$ cat config.mk
export PLATFORM = sky130hd
export DESIGN_NAME = hbridge_ctrl
export DESIGN_NICKNAME = d
export VERILOG_FILES = /design/src/rtl/hb_pkg.sv /design/src/rtl/hb_sync.sv /design/src/rtl/hb_leg.sv /design/src/rtl/hbridge_ctrl.sv
export SDC_FILE = /design/constraint.sdc
export NUM_CORES = 1
export LEC_CHECK = 0
export CAP_MARGIN = 20
export CORE_MARGIN = 2
export CORE_UTILIZATION = 35
export DETAILED_ROUTE_END_ITERATION = 8
export DONT_BUFFER_PORTS = 1
export GPL_TIMING_DRIVEN = 0
export PLACE_DENSITY = 0.46
export SLEW_MARGIN = 20
export SYNTH_ARGS = -nofsm -noshare
export SYNTH_HDL_FRONTEND = slang
export SYNTH_HIERARCHICAL = 1
export SYNTH_SLANG_ARGS = --single-unit
$ cat constraint.sdc
create_clock -name clk -period 3.4 [get_ports clk]
set_input_delay 0.68 -clock clk [delete_from_list [all_inputs] [get_ports clk]]
set_output_delay 0.68 -clock clk [all_outputs]
set_load 0.005 [all_outputs]
$ cat src/rtl/hb_pkg.sv
package hb_pkg;

   localparam int LEGS = 2;

   typedef enum logic [1:0] {
      DRV_FLOAT = 2'd0,
      DRV_HIGH  = 2'd1,
      DRV_LOW   = 2'd2
   } drive_e;

   // Leg drive selection: direction picks the conducting switch when allowed.
   function automatic drive_e pick_drive(input logic allow, input logic dir);
      drive_e d;
      if (!allow)   d = DRV_FLOAT;
      else if (dir) d = DRV_HIGH;
      else          d = DRV_LOW;
      return d;
   endfunction

endpackage

$ cat src/rtl/hb_sync.sv
module hb_sync #(
   parameter int STAGES = 2,
   parameter int WIDTH  = 2
) (
   input  logic             clk,
   input  logic             rst_n,
   input  logic [WIDTH-1:0] din,
   output logic [WIDTH-1:0] lvl,
   output logic [WIDTH-1:0] rise,
   output logic [WIDTH-1:0] chg
);

   if (STAGES < 2) begin : g_bad_stages
      $error("hb_sync: STAGES must be at least 2");
   end
   if (WIDTH < 1) begin : g_bad_width
      $error("hb_sync: WIDTH must be at least 1");
   end

   logic [WIDTH-1:0] stg [STAGES];
   logic [WIDTH-1:0] prev_q;

   always_ff @(posedge clk or negedge rst_n) begin
      if (!rst_n) begin
         for (int s = 0; s < STAGES; s++) stg[s] <= '0;
         prev_q <= '0;
      end else begin
         stg[0] <= din;
         for (int s = 1; s < STAGES; s++) stg[s] <= stg[s-1];
         prev_q <= stg[STAGES-1];
      end
   end

   assign lvl  = stg[STAGES-1];
   assign rise = lvl & ~prev_q;
   assign chg  = lvl ^ prev_q;

endmodule

$ cat src/rtl/hb_leg.sv
module hb_leg
   import hb_pkg::*;
#(
   parameter int DELAY_CYCLES = 8
) (
   input  logic clk,
   input  logic rst_n,
   input  logic dir_lvl,
   input  logic dir_rise,
   input  logic dir_chg,
   input  logic pwm,
   input  logic en,
   input  logic uv,
   input  logic flt_hot,
   input  logic flt_ovc,
   output logic hs,
   output logic ls,
   output logic latched
);

   localparam int CNT_W = $clog2(DELAY_CYCLES + 1);
   localparam logic [CNT_W-1:0] CNT_LOAD = CNT_W'(DELAY_CYCLES);

   if (DELAY_CYCLES < 1) begin : g_bad_delay
      $error("hb_leg: DELAY_CYCLES must be at least 1");
   end

   logic [CNT_W-1:0] cnt_q, cnt_nxt;
   logic             latch_q, latch_nxt;
   logic             allow;
   drive_e           drv;
   logic             hs_q, ls_q;

   // Break-before-make window counter
   always_comb begin
      if (dir_chg)            cnt_nxt = CNT_LOAD;
      else if (cnt_q != '0)   cnt_nxt = cnt_q - 1'b1;
      else                    cnt_nxt = cnt_q;
   end

   // Fault latch: set by any flag, cleared only by a direction rising edge
   assign latch_nxt = flt_hot | flt_ovc | (latch_q & ~dir_rise);

   assign allow = en & ~uv & ~latch_nxt & (cnt_nxt == '0);
   assign drv   = pick_drive(allow, dir_lvl);

   always_ff @(posedge clk or negedge rst_n) begin
      if (!rst_n) begin
         cnt_q   <= '0;
         latch_q <= 1'b0;
         hs_q    <= 1'b0;
         ls_q    <= 1'b0;
      end else begin
         cnt_q   <= cnt_nxt;
         latch_q <= latch_nxt;
         hs_q    <= (drv == DRV_HIGH);
         ls_q    <= (drv == DRV_LOW) & pwm;
      end
   end

   assign hs      = hs_q;
   assign ls      = ls_q;
   assign latched = latch_q;

endmodule

$ cat src/rtl/hbridge_ctrl.sv
module hbridge_ctrl
   import hb_pkg::*;
#(
   parameter int SYNC_STAGES  = 2,
   parameter int DELAY_CYCLES = 8
) (
   input  logic clk,
   input  logic rst_n,
   input  logic dir_a,
   input  logic dir_b,
   input  logic pwm,
   input  logic en_sense_a,
   input  logic en_sense_b,
   input  logic hot_a,
   input  logic ovc_a,
   input  logic hot_b,
   input  logic ovc_b,
   input  logic uv,
   input  logic sense_off,
   output logic hs_a,
   output logic ls_a,
   output logic hs_b,
   output logic ls_b,
   output logic diag_pull_a,
   output logic diag_pull_b,
   output logic sense_en,
   output logic standby
);

   logic [LEGS-1:0] dir_raw, dir_lvl, dir_rise, dir_chg;
   logic [LEGS-1:0] en_v, hot_v, ovc_v;
   logic [LEGS-1:0] hs_v, ls_v, latch_v;
   logic            standby_q;

   assign dir_raw = {dir_b, dir_a};
   assign en_v    = {en_sense_b, en_sense_a};
   assign hot_v   = {hot_b, hot_a};
   assign ovc_v   = {ovc_b, ovc_a};

   hb_sync #(
      .STAGES(SYNC_STAGES),
      .WIDTH (LEGS)
   ) u_sync (
      .clk  (clk),
      .rst_n(rst_n),
      .din  (dir_raw),
      .lvl  (dir_lvl),
      .rise (dir_rise),
      .chg  (dir_chg)
   );

   for (genvar g = 0; g < LEGS; g++) begin : g_leg
      hb_leg #(
         .DELAY_CYCLES(DELAY_CYCLES)
      ) u_leg (
         .clk     (clk),
         .rst_n   (rst_n),
         .dir_lvl (dir_lvl[g]),
         .dir_rise(dir_rise[g]),
         .dir_chg (dir_chg[g]),
         .pwm     (pwm),
         .en      (en_v[g]),
         .uv      (uv),
         .flt_hot (hot_v[g]),
         .flt_ovc (ovc_v[g]),
         .hs      (hs_v[g]),
         .ls      (ls_v[g]),
         .latched (latch_v[g])
      );
   end

   always_ff @(posedge clk or negedge rst_n) begin
      if (!rst_n) standby_q <= 1'b0;
      else        standby_q <= ~|{dir_lvl, pwm, en_v, latch_v};
   end

   assign hs_a        = hs_v[0];
   assign ls_a        = ls_v[0];
   assign hs_b        = hs_v[1];
   assign ls_b        = ls_v[1];
   assign diag_pull_a = latch_v[0];
   assign diag_pull_b = latch_v[1];
   assign sense_en    = ~sense_off;
   assign standby     = standby_q;

endmodule

==> impl_metrics.tcl <==
set metrics [dict create \
    finalSetupTns_ns 0 \
    final_common_cell "dfrtp_1" \
    h-tree-depth 1 \
    crit-reg2reg-capture "g_leg[0].u_leg/ls" \
    first_pass_iters 4 \
    routed_wirelength_um 1650 \
    hold_path.class "input pin to async pin" \
    clock_sinks 21 \
    period_needed_ns 1.95 \
    synth.net_count 109 \
    placed_cells 123 \
    clk_pin_slew_ns 0.11 \
    synth_area_mm2 0.00102 \
    tritoncts "yes" \
    grt_pass1_vias 624 \
    netlist-cell-type-count 23 \
    setup_viol 0 \
    cp_max_fo 6 \
    synth_flop_cell "dfrtp_1" \
    core_region_area_mm2 0.00276 \
    die_area_mm2 0.00337 \
    drive_above_1_share 0.177 \
    clockBufferDepth 2 \
    clock.fmax_mhz 514 \
    grt_pass1_wl_um 2890 \
    grt_usage 0.115 \
    status "completed" \
    yosysSeqAreaShare 0.514 \
    vias 642 \
    syn_inst 92 \
    instances_no_fill 127 \
    maxCapViolations 0 \
    yosysWarnings 6 \
    cts-root-buf "clkbuf_4" \
    initialDrtViolationCount 14 \
    num_rows 19 \
    rsz0062_at_grt "false" \
    grt_max_degree 22 \
    timing.rr.start "g_leg[0].u_leg/cnt_q[0]" \
    area_growth_pct 6.49 \
    r2r_slack_ns 1.45 \
    cts_buffers 3 \
    place_hpwl_um 1300 \
    drcViolationCount 0 \
    ctsResizeCount 0 \
    required_ns 3.60 \
    boundaryPins 21 \
    vdd_drop_max_v 0.000352 \
    finalMaxSlewViolations 0 \
    synth_top_area_share 0.514 \
    layout_common_cells "dfrtp_1 (21), inv_1 (11), nor2_1 (10)" \
    initial_core_util 0.371 \
    r2r_cells 5 \
    antenna_found_initial 0 \
    skew_ns 0.00206 \
    p_total_mw 0.824 \
    leakage_nw 0.479 \
    power.density_mw_per_mm2 757 \
    hold_violations 0 \
    worst_setup_path_end_kind "register" \
    ys_async_sr_fraction 1.00 \
    die_y_um 58.0 \
    cts_hold_buf 0 \
    portBuffers 0 \
    startpoint_type "register" \
    synth_area_leaders "dfrtp_1 (51%), a2111oi_2 (5.9%), ha_1 (4.9%)" \
    finalCritPeriodShare 0.573 \
    post-cts-setup-buffers 0 \
    fillers 277 \
    nets 114 \
    avgSynthCellArea_um2 11.1 \
    vias_per_cell 5.06 \
    synth_seq_cells 21 \
    crit_arrival_ns 2.14 \
    routabilityCongestion 0.666 \
    ant_nets 0 \
    synth.largest_area_cell "dfrtp_1" \
    worstMarginPinSlew_ns 0.269 \
    overflow 0 \
    die_x_um 58.0 \
    antennaDiodeCount 0 \
    maxSlewHeadroom 0.821 \
    fin_util 0.395 \
    path_class "register to register" \
    wire_per_inst_um 13.0 \
    synth_edf_count 0 \
    clk_latency_ns 0.30 \
]
## cells in the mapped netlist, types with 4 or more instances
| cell | n |
|---|---|
| dfrtp_1 | 21 |
| nand2b_1 | 4 |
| a2111oi_2 | 4 |
| nand2_1 | 6 |
| ha_1 | 4 |
| nor2_1 | 10 |
| a21oi_1 | 4 |
| inv_1 | 11 |
## layout make-up
class                   instances  area (µm²)  share of cell area
well taps                      31        38.8              0.0356
multi-input cells              58         440               0.405
clock buffers                   3        22.5              0.0207
flip-flops and latches         21         526               0.483
clock inverters                 1        5.00             0.00460
plain buffers                   2        15.0              0.0138
inverters                      11        41.3              0.0379
## cell families (layout without fill, tap and decap cells)
group | after synthesis | after routing | share of synthesized area
xor+xnor | 2 | 2 | 0.0171
simple gates | 38 | 38 | 0.228
fa+ha+maj | 4 | 4 | 0.0490
flops | 21 | 21 | 0.514
compound gates | 12 | 12 | 0.108
buf+inv | 13 | 17 | 0.0551
mux | 2 | 2 | 0.0294
## per-layer routing
metal  GRT usage  part of all wire  vias to the layer above
li1            -                 -                      325
met1       0.150              0.49                      293
met2       0.175              0.43                       22
met3      0.0536             0.074                        2
met4      0.0199            0.0091                        0
met5           0                 0                        -
## stage by stage
step	cell area (µm²)	worst slack [ns]	hold slack, ns
after global routing	1090	1.27	0.0125
after global placement	1060	1.49	0.341
after detailed placement	1060	1.47	0.340
after CTS	1090	1.44	0.0365
after floorplan	1020	1.60	0.331
final	1090	1.45	0.0576
## critical path, cell delays in order (launching register included)
cell and delay [ns]:
dfrtp_1 0.43, inv_1 0.07, ha_1 0.24, or3b_4 0.44, mux2_4 0.33, a2111oi_2 0.33
## flip-flops by register name, indices dropped and copies added (netlist names)
| signal | cells |
|---|---|
| u_sync/stg | 2 |
| u_sync/lvl | 2 |
| g_leg.u_leg/cnt_q | 8 |
| g_leg.u_leg/ls | 2 |
| standby | 1 |
| g_leg.u_leg/hs | 2 |
| g_leg.u_leg/latched | 2 |
| u_sync/prev_q | 2 |
## power by group
group | switching [mW] | internal [mW]
clock | 0.0722 | 0.0438
combinational | 0.164 | 0.180
sequential | 0.0638 | 0.300
## how the worst max path moves through the flow
stage	from	endpoint	cells after the start
global route	g_leg[0].u_leg/cnt_q[0]	g_leg[0].u_leg/hs	5
detailed placement	g_leg[0].u_leg/cnt_q[0]	g_leg[0].u_leg/ls	5
global placement	g_leg[1].u_leg/cnt_q[0]	g_leg[1].u_leg/ls	5
finish	g_leg[0].u_leg/cnt_q[0]	g_leg[0].u_leg/ls	5
floorplan	g_leg[0].u_leg/cnt_q[0]	g_leg[0].u_leg/hs	5
CTS	g_leg[0].u_leg/cnt_q[0]	g_leg[0].u_leg/ls	5
No activity file was read; power rests on OpenSTA's default activity.
